<file path="src/rtl/lcd_init_pkg.sv">
package lcd_init_pkg;

  localparam int LCD_DW     = 8;
  localparam int SCRIPT_LEN = 5;
  localparam int IDX_W      = $clog2(SCRIPT_LEN);

  // One script entry: target register and byte value
  typedef struct packed {
    logic              is_data;
    logic [LCD_DW-1:0] code;
  } lcd_xfer_t;

  typedef enum logic [2:0] {
    PH_SETUP,
    PH_ARM,
    PH_PULSE,
    PH_HOLD,
    PH_WAIT,
    PH_DONE
  } lcd_phase_e;

endpackage

</file>
<file path="src/rtl/lcd_script_rom.sv">
module lcd_script_rom
  import lcd_init_pkg::*;
(
  input  logic [IDX_W-1:0] idx,
  output lcd_xfer_t        xfer,
  output logic             last
);

  always_comb begin
    case (idx)
      IDX_W'(0): xfer = '{is_data: 1'b0, code: 8'h38}; // 8-bit bus, two lines
      IDX_W'(1): xfer = '{is_data: 1'b0, code: 8'h0E}; // display on, cursor on
      IDX_W'(2): xfer = '{is_data: 1'b0, code: 8'h01}; // clear
      IDX_W'(3): xfer = '{is_data: 1'b0, code: 8'h84}; // cursor line 1, col 4
      IDX_W'(4): xfer = '{is_data: 1'b1, code: 8'h41}; // character 'A'
      default:   xfer = '{is_data: 1'b0, code: 8'h00};
    endcase
  end

  assign last = (idx == IDX_W'(SCRIPT_LEN - 1));

endmodule

</file>
<file path="src/rtl/lcd_cycle_timer.sv">
module lcd_cycle_timer #(
  parameter int CNT_W = 8
) (
  input  logic             clk,
  input  logic             rst,
  input  logic             run,
  input  logic             clr,
  input  logic [CNT_W-1:0] term,
  output logic             at_end
);

  logic [CNT_W-1:0] cnt_q;

  always_ff @(posedge clk) begin
    if (rst || clr) cnt_q <= '0;
    else if (run)   cnt_q <= cnt_q + 1'b1;
  end

  assign at_end = run && (cnt_q == term);

endmodule

</file>
<file path="src/rtl/lcd_seq_ctrl.sv">
module lcd_seq_ctrl
  import lcd_init_pkg::*;
(
  input  logic              clk,
  input  logic              rst,
  input  lcd_xfer_t         xfer,
  input  logic              last,
  input  logic              tmr_end,
  output logic [IDX_W-1:0]  idx,
  output logic              tmr_run,
  output logic              tmr_clr,
  output logic              sel_wait,
  output logic [LCD_DW-1:0] lcd_db,
  output logic              lcd_rs,
  output logic              lcd_en,
  output logic              done
);

  lcd_phase_e phase;

  always_ff @(posedge clk) begin
    if (rst) begin
      phase  <= PH_SETUP;
      idx    <= '0;
      lcd_db <= '0;
      lcd_rs <= 1'b0;
      lcd_en <= 1'b0;
      done   <= 1'b0;
    end else begin
      case (phase)
        PH_SETUP: begin
          lcd_db <= xfer.code;
          lcd_rs <= xfer.is_data;
          phase  <= PH_ARM;
        end
        PH_ARM: begin
          lcd_en <= 1'b1;
          phase  <= PH_PULSE;
        end
        PH_PULSE: begin
          if (tmr_end) begin
            lcd_en <= 1'b0;
            phase  <= PH_HOLD;
          end
        end
        PH_HOLD: phase <= PH_WAIT;
        PH_WAIT: begin
          if (tmr_end) begin
            if (last) begin
              done  <= 1'b1;
              phase <= PH_DONE;
            end else begin
              idx   <= idx + 1'b1;
              phase <= PH_SETUP;
            end
          end
        end
        PH_DONE: lcd_en <= 1'b0;
        default: phase <= PH_SETUP;
      endcase
    end
  end

  assign tmr_run  = (phase == PH_PULSE) || (phase == PH_WAIT);
  assign tmr_clr  = (phase == PH_ARM) || (phase == PH_HOLD) || tmr_end;
  assign sel_wait = (phase == PH_WAIT);

endmodule

</file>
<file path="src/rtl/lcd_init_seq.sv">
module lcd_init_seq
  import lcd_init_pkg::*;
#(
  parameter int EN_HIGH_CYC   = 100,
  parameter int STEP_WAIT_CYC = 400000
) (
  input  logic              clk,
  input  logic              rst,
  output logic [LCD_DW-1:0] lcd_db,
  output logic              lcd_rs,
  output logic              lcd_rw,
  output logic              lcd_en,
  output logic              done
);

  localparam int MAX_CYC = (EN_HIGH_CYC > STEP_WAIT_CYC) ? EN_HIGH_CYC : STEP_WAIT_CYC;
  localparam int CNT_W   = (MAX_CYC < 2) ? 1 : $clog2(MAX_CYC);
  localparam logic [CNT_W-1:0] PULSE_TERM = CNT_W'(EN_HIGH_CYC - 1);
  localparam logic [CNT_W-1:0] WAIT_TERM  = CNT_W'(STEP_WAIT_CYC - 1);

  logic [IDX_W-1:0] idx;
  lcd_xfer_t        xfer;
  logic             last;
  logic             tmr_run, tmr_clr, tmr_end, sel_wait;
  logic [CNT_W-1:0] term;

  lcd_script_rom u_rom (
    .idx  (idx),
    .xfer (xfer),
    .last (last)
  );

  assign term = sel_wait ? WAIT_TERM : PULSE_TERM;

  lcd_cycle_timer #(.CNT_W(CNT_W)) u_tmr (
    .clk    (clk),
    .rst    (rst),
    .run    (tmr_run),
    .clr    (tmr_clr),
    .term   (term),
    .at_end (tmr_end)
  );

  lcd_seq_ctrl u_ctrl (
    .clk      (clk),
    .rst      (rst),
    .xfer     (xfer),
    .last     (last),
    .tmr_end  (tmr_end),
    .idx      (idx),
    .tmr_run  (tmr_run),
    .tmr_clr  (tmr_clr),
    .sel_wait (sel_wait),
    .lcd_db   (lcd_db),
    .lcd_rs   (lcd_rs),
    .lcd_en   (lcd_en),
    .done     (done)
  );

  assign lcd_rw = 1'b0;

endmodule

</file>
<file path="config.mk">
export PLATFORM = sky130hd
export DESIGN_NAME = lcd_init_seq
export DESIGN_NICKNAME = d
export VERILOG_FILES = /design/src/rtl/lcd_init_pkg.sv /design/src/rtl/lcd_script_rom.sv /design/src/rtl/lcd_cycle_timer.sv /design/src/rtl/lcd_seq_ctrl.sv /design/src/rtl/lcd_init_seq.sv
export SDC_FILE = /design/constraint.sdc
export NUM_CORES = 1
export LEC_CHECK = 0
export ABC_AREA = 1
export CAP_MARGIN = 20
export CORE_UTILIZATION = 50
export CTS_CLUSTER_DIAMETER = 80
export CTS_CLUSTER_SIZE = 40
export DETAILED_ROUTE_END_ITERATION = 16
export PLACE_DENSITY_LB_ADDON = 0.3
export SLEW_MARGIN = 20
export SYNTH_ARGS = -nofsm -noshare
export SYNTH_HDL_FRONTEND = slang
export SYNTH_HIERARCHICAL = 1
export SYNTH_SLANG_ARGS = --single-unit
</file>
<file path="constraint.sdc">
create_clock -name clk -period 2.3 [get_ports clk]
set_input_delay 0.46 -clock clk [delete_from_list [all_inputs] [get_ports clk]]
set_output_delay 0.46 -clock clk [all_outputs]
set_load 0.01 [all_outputs]
</file>
==> results.py, run 1 <==
metrics = {
    "logic_synthesis": {
        "ys_warn_count": 6,
        "yosys.area_share.adder_pct": 1.13,
        "syn-cell-area_um2": 2210,
        "avgSynthCellArea_um2": 6.00,
        "yosysTopAreaCell": "dfxtp_1",
        "synth_top_family_by_area": "simple AND/OR/NAND/NOR gates",
        "ys_ff_latch": 36,
        "synth-simple-area-share_pct": 40.3,
        "syn_inst": 368,
        "ys_seq_area_share_pct": 32.6,
        "synthTopCellsByArea": "dfxtp_1 33%, nand2_1 17%, nor2_1 12%",
        "ys_types": 27,
        "synth_mux_area_share_pct": 0,
        "synth.top_cell.area_share_pct": 32.6,
        "synth_compound_area_share_pct": 11.0,
        "synth_xor_xnor_area_share_pct": 1.19,
    },
    "run": {
        "maxCapViolations": 0,
    },
    "routing": {
        "routed_wl_mm": 4.40,
        "vias": 2099,
        "firstDrtPassIters": 4,
        "routed_via_density": 4.60,
        "wl_per_cell_um": 9.66,
        "post-route-drc-count": 0,
        "final_antenna_net_count": 0,
        "drt-initial-drc-count": 87,
    },
    "setup_path": {
        "cp-start-kind": "register",
        "cp_slowest_cell": "dfxtp_2",
        "required_ns": 2.52,
        "worstPathMaxFanout": 16,
        "critPathKind": "reg2reg",
        "crit_path_max_incr_delay_ns": 0.40,
        "arrival_ns": 2.23,
        "end_kind": "register",
        "path_cells": "nor2_2 -> nand2_1 -> clkinv_4 -> inv_1 -> nand2_1 -> o21ai_0 -> inv_1 -> nand2_1 -> nor2_1 -> nand2_1 -> nor2_1 -> inv_2 -> nand2_1 -> nor2_1 -> buf_6 -> buf_12 -> o21ai_0 -> a21oi_1",
        "crit_top_cell": "nand2_1",
    },
    "placement": {
        "routabilityCongestion": 0.912,
        "hpwlAfterDp_mm": 3.31,
        "placement.io_buffers": 12,
    },
    "status": {
        "status": "finished, final reports clean",
    },
    "timing": {
        "fin_hold_ws_ns": 0.476,
        "max_freq_ghz": 0.496,
        "setup_violations": 0,
        "hold_viol_final": 0,
        "fin_tns_setup_ns": 0,
        "finClkSkew_ns": 0.00636,
        "rsz0062_at_grt": "false",
        "period_share_pct": 87.7,
        "slew_viol_final": 0,
        "period_needed_ns": 2.02,
    },
    "clock_tree": {
        "insertion_delay_ns": 0.29,
        "clk_path_buf_depth": 2,
        "cts_tree": "done",
        "clock_sinks": 36,
        "cts-root-buf": "clkbuf_8",
        "worst_setup_hold_path_clk_slew_ns": 0.07,
        "numCtsBuffers": 5,
        "cts_max_level": 2,
    },
    "pwr": {
        "power.density_nw_per_um2": 861,
        "p_leak_nw": 1.12,
        "ir_drop_v": 0.000684,
        "p_total_mw": 2.22,
    },
    "floorplan": {
        "die_h_um": 68.5,
        "core-area_um2": 4120,
        "die_w_um": 68.5,
        "rows": 23,
        "start_util_pct": 53.7,
        "dieArea_um2": 4690,
        "pin_count": 14,
    },
    "final_layout": {
        "syn2layout_area_growth_pct": 16.6,
        "fillers": 407,
        "drive_gt1_share_pct": 9.85,
        "seq_area_um2": 722,
        "nets": 409,
        "multi_input_area_um2": 1260,
        "n_antenna_cell": 0,
    },
    "global_route": {
        "antenna_found_initial": 0,
        "grtUsageTotal_pct": 21.4,
        "grt_remaining_overflow": 0,
        "grt_pass1_vias": 1760,
        "grt_pass1_wl_mm": 7.45,
        "grt_start_max_net_pins": 18,
    },
    "min_path": {
        "hold_class": "reg2reg",
    },
}
synth_stat cells:
cell type  number
a211oi_1        1
a21oi_1        15
a21oi_2         1
buf_2           3
buf_4           5
conb_1          2
dfxtp_1        36
ha_1            2
inv_1          57
inv_2           6
inv_4           1
nand2_1       101
nand2_2         3
nand3_1        12
nand3_2         2
nand4_1         5
nor2_1         70
nor2_2          5
nor2_4          6
nor3_1          4
o211ai_1        1
o21a_1          1
o21ai_0        23
o21ai_1         2
o21bai_2        1
xnor2_1         2
xor2_1          1
timing repair:
item                       in CTS  in global routing
hold buffers                    0                  0
setup endpoints to repair       0                 22
buffers inserted                0                  4
gates resized for setup         0                  6
area by class of cell:
cell class	instances	area share (%)
Sequential cell	36	28.0
Multi-Input combinational cell	279	49.1
Clock buffer	8	3.50
Tap cell	50	2.43
Timing Repair Buffer	19	7.34
Inverter	64	9.62
per-layer routing:
metal  global-route usage (%)  part of all wire, %  up-vias
met5                        0                    0        -
met4                     8.85                  1.9        0
met3                     5.00                  3.2        9
met2                     35.3                   46       26
met1                     26.3                   49      891
li1                         -                    -     1173
final timing paths:
kind / start / end / slack [ns] / depth (start not counted)
min: u_ctrl/done$_SDFFE_PP0P_ / u_ctrl/done$_SDFFE_PP0P_ / 0.48 / 1
max: u_ctrl/phase[0]$_SDFFE_PP0P_ / u_tmr/cnt_q[5]$_SDFFE_PP0P_ / 0.28 / 18
max reg2reg: u_ctrl/phase[0]$_SDFFE_PP0P_ / u_tmr/cnt_q[5]$_SDFFE_PP0P_ / 0.28 / 18
min reg2reg: u_ctrl/done$_SDFFE_PP0P_ / u_ctrl/done$_SDFFE_PP0P_ / 0.48 / 1
kinds of logic (layout without fill, tap and decap cells):
logic type | Yosys count | after routing
flip-flops | 36 | 36
AO/OA/AOI/OAI | 45 | 45
AND/OR/NAND/NOR | 208 | 208
buffers and inverters | 72 | 91
XOR/XNOR | 3 | 3
adder cells (fa/ha/maj) | 2 | 2
other | 2 | 21
state kept, by name, indices dropped and copies added (netlist names):
register / count
u_ctrl/lcd_db: 8
u_tmr/cnt_q: 19
u_ctrl/lcd_en: 1
u_ctrl/done: 1
u_ctrl/lcd_rs: 1
u_ctrl/phase: 3
u_ctrl/idx: 3
critical path: cells and delay by family, from the launching register on:
kind | cells | cell delay, ns
compound gates | 3 | 0.26
flops | 1 | 0.40
buf+inv | 6 | 0.64
simple gates | 9 | 0.64
through the flow:
step	setup slack, ns	util [%]	area, um^2	std cells
6_report	0.283	62.6	2570	456
3_5_place_dp	0.0540	59.1	2430	444
2_1_floorplan	0.291	-	2280	387
4_1_cts	0.0236	61.3	2520	452
5_1_grt	0.00975	62.6	2570	456
3_3_place_gp	0.151	59.1	2430	444
power by group:
part	switching (mW)	internal (mW)	total [mW]	leakage [nW]
combinational	0.513	0.404	0.916	0.780
sequential	0.0874	0.746	0.833	0.293
clock	0.223	0.244	0.468	0.0455
total	0.823	1.39	2.22	1.12
layout by cell type, fill, tap and decap left out, types with 3 or more instances in the layout:
master / synthesis / layout
inv_1: 57 / 56
nor3_1: 4 / 4
a21oi_1: 15 / 15
nand2_2: 3 / 3
conb_1: 2 / 21
inv_2: 6 / 6
dfxtp_1: 36 / 35
clkbuf_8: 0 / 6
nor2_4: 6 / 6
o21ai_0: 23 / 23
nand4_1: 5 / 5
nor2_2: 5 / 5
nand2_1: 101 / 101
buf_4: 5 / 5
nand3_1: 12 / 12
nor2_1: 70 / 70
clkdlybuf4s50_1: 0 / 12
Note: power is estimated with default switching activity, not from simulation.
==> run 2, diff against run 1 <==
- PLACE_DENSITY: not set -> 0.78
- PLACE_DENSITY_LB_ADDON: 0.3 -> not set
==> run 2 against run 1 <==
Global-route usage up 2.1 points. Sequential power barely moved. Final area is 1.7% lower. Critical path type unchanged.
==> results.py, run 2 (synthesis gave the netlist of run 1 again) <==
metrics = {
    "status": {
        "status": "finished, final reports clean",
    },
    "setup_path": {
        "end_kind": "register",
        "reg2reg_depth": 17,
        "cp-start-kind": "register",
        "critPathKind": "reg2reg",
        "r2r-start": "u_ctrl/phase[0]$_SDFFE_PP0P_",
        "arrival_ns": 2.25,
        "required_ns": 2.51,
        "rrSetupSlack_ns": 0.26,
        "rr_endpoint": "u_tmr/cnt_q[6]$_SDFFE_PP0P_",
        "worstPathMaxFanout": 17,
    },
    "final_layout": {
        "drive_gt1_share_pct": 8.96,
        "n_antenna_cell": 0,
        "top_register": "u_tmr/cnt_q",
        "largest_reg_flops": 19,
        "fillers": 426,
        "design_area_um2": 2530,
        "nets": 405,
        "final_common_cell": "nand2_1",
        "syn2layout_area_growth_pct": 14.7,
        "reg.largest.list": "u_tmr/cnt_q (19), u_ctrl/lcd_db (8)",
        "stdcell_count": 452,
        "multi_input_area_um2": 1260,
        "seq_area_um2": 722,
        "layout_common_cells": "101 x nand2_1, 70 x nor2_1, 56 x inv_1, 35 x dfxtp_1, 23 x o21ai_0",
    },
    "placement": {
        "placement.io_buffers": 12,
        "dp_cells": 444,
        "hpwlAfterDp_mm": 3.40,
        "routabilityCongestion": 0.850,
        "placed_area_um2": 2430,
    },
    "min_path": {
        "hold_start": "u_ctrl/done$_SDFFE_PP0P_",
        "holdPathEnd": "u_ctrl/done$_SDFFE_PP0P_",
        "hold_depth": 1,
        "hold_class": "reg2reg",
    },
    "timing": {
        "fin_tns_setup_ns": 0,
        "max_freq_ghz": 0.491,
        "period_needed_ns": 2.04,
        "fin_hold_ws_ns": 0.479,
        "setup_violations": 0,
        "finClkSkew_ns": 0.00789,
        "period_share_pct": 88.5,
        "hold_viol_final": 0,
        "slew_viol_final": 0,
    },
    "pwr": {
        "p_leak_nw": 1.09,
        "p_int_mw": 1.36,
        "net-switching-power_mw": 0.825,
        "power.share.switching_pct": 37.8,
        "p_clk_share_pct": 21.6,
        "ir_drop_v": 0.000646,
        "p_seq_share_pct": 38.1,
        "power.density_nw_per_um2": 862,
        "p_total_mw": 2.18,
        "p_comb_share_pct": 40.4,
    },
    "clock_tree": {
        "clk_path_buf_depth": 2,
        "post_cts_resized": 0,
        "worst_setup_hold_path_clk_slew_ns": 0.07,
        "numCtsBuffers": 5,
        "cts-root-buf": "clkbuf_8",
        "postCtsSetupRepairBufs": 0,
        "cts_max_level": 2,
        "insertion_delay_ns": 0.30,
        "cts_tree": "done",
        "cts_hold_buf": 0,
        "clock_sinks": 36,
    },
    "floorplan": {
        "rows": 23,
        "die_h_um": 68.5,
        "dieArea_um2": 4690,
        "die_w_um": 68.5,
        "core-area_um2": 4120,
        "pin_count": 14,
        "start_util_pct": 53.7,
    },
    "routing": {
        "vias": 2114,
        "drt-initial-drc-count": 93,
        "final_antenna_net_count": 0,
        "wl_per_cell_um": 10.3,
        "routed_wl_mm": 4.67,
        "post-route-drc-count": 0,
        "routed_via_density": 4.68,
        "firstDrtPassIters": 4,
    },
    "global_route": {
        "grt_remaining_overflow": 0,
        "antenna_found_initial": 0,
        "grt_pass1_wl_mm": 8.07,
        "grtUsageTotal_pct": 23.4,
        "grt_start_max_net_pins": 18,
        "grt_pass1_vias": 1883,
    },
    "run": {
        "maxCapViolations": 0,
    },
}
run 2: changes by cell type in the layout (fill, tap and decap cells not counted), sizes merged:
cell	delta
buf	-4
run 2: through the flow:
step	utilization (%)	setup WS (ns)
after floorplan	-	0.291
after global placement	59.1	0.151
after detailed placement	59.1	0.0935
after CTS	61.3	0.0711
after global routing	61.5	-0.00258
final	61.5	0.265
run 2: how the worst max path moves through the flow:
stage | from | end
after floorplan | u_ctrl/phase[0]$_SDFFE_PP0P_ | u_tmr/cnt_q[9]$_SDFFE_PP0P_
after global placement | u_ctrl/phase[0]$_SDFFE_PP0P_ | u_tmr/cnt_q[6]$_SDFFE_PP0P_
after detailed placement | u_ctrl/phase[0]$_SDFFE_PP0P_ | u_tmr/cnt_q[6]$_SDFFE_PP0P_
after global routing | u_ctrl/phase[0]$_SDFFE_PP0P_ | u_ctrl/idx[1]$_SDFFE_PP0P_
final | u_ctrl/phase[0]$_SDFFE_PP0P_ | u_tmr/cnt_q[6]$_SDFFE_PP0P_
after CTS | u_ctrl/phase[0]$_SDFFE_PP0P_ | u_tmr/cnt_q[6]$_SDFFE_PP0P_
run 2: power groups by stage:
stage	clock network, mW	registers (mW)	logic (mW)
2_1_floorplan	0	0.880	0.538
3_3_place_gp	0	0.840	0.864
3_5_place_dp	0	0.840	0.872
4_1_cts	0.489	0.829	0.878
5_1_grt	0.518	0.847	1.01
6_report	0.470	0.831	0.881
run 2: cell type report:
class | instances | area share [%]
repair buffers | 15 | 5.78
multi-input cells | 279 | 49.9
inverters | 64 | 9.78
well taps | 50 | 2.47
flip-flops and latches | 36 | 28.5
clock buffers | 8 | 3.56
run 2: per-layer routing:
| metal | share of wire [%] | wire (um) | track usage (%) | vias to the layer above |
|---|---|---|---|---|
| li1 | - | - | - | 1158 |
| met1 | 47 | 2190 | 28.1 | 920 |
| met2 | 48 | 2240 | 38.7 | 31 |
| met3 | 3.6 | 167 | 6.17 | 5 |
| met4 | 1.5 | 70 | 10.7 | 0 |
| met5 | 0 | 0 | 0 | - |
run 2: worst max-delay path, cell delays in order (launching register included):
cell      delay, ns
dfxtp_2        0.39
nor2_2         0.06
nand2_1        0.12
clkinv_4       0.14
inv_1          0.09
nand2_1        0.04
o21ai_0        0.06
inv_1          0.06
nand2_1        0.06
nor2_1         0.04
nand2_1        0.06
nor2_1         0.05
inv_2          0.10
nand2_1        0.06
nor2_1         0.13
buf_6          0.19
inv_1          0.10
a211oi_1       0.19
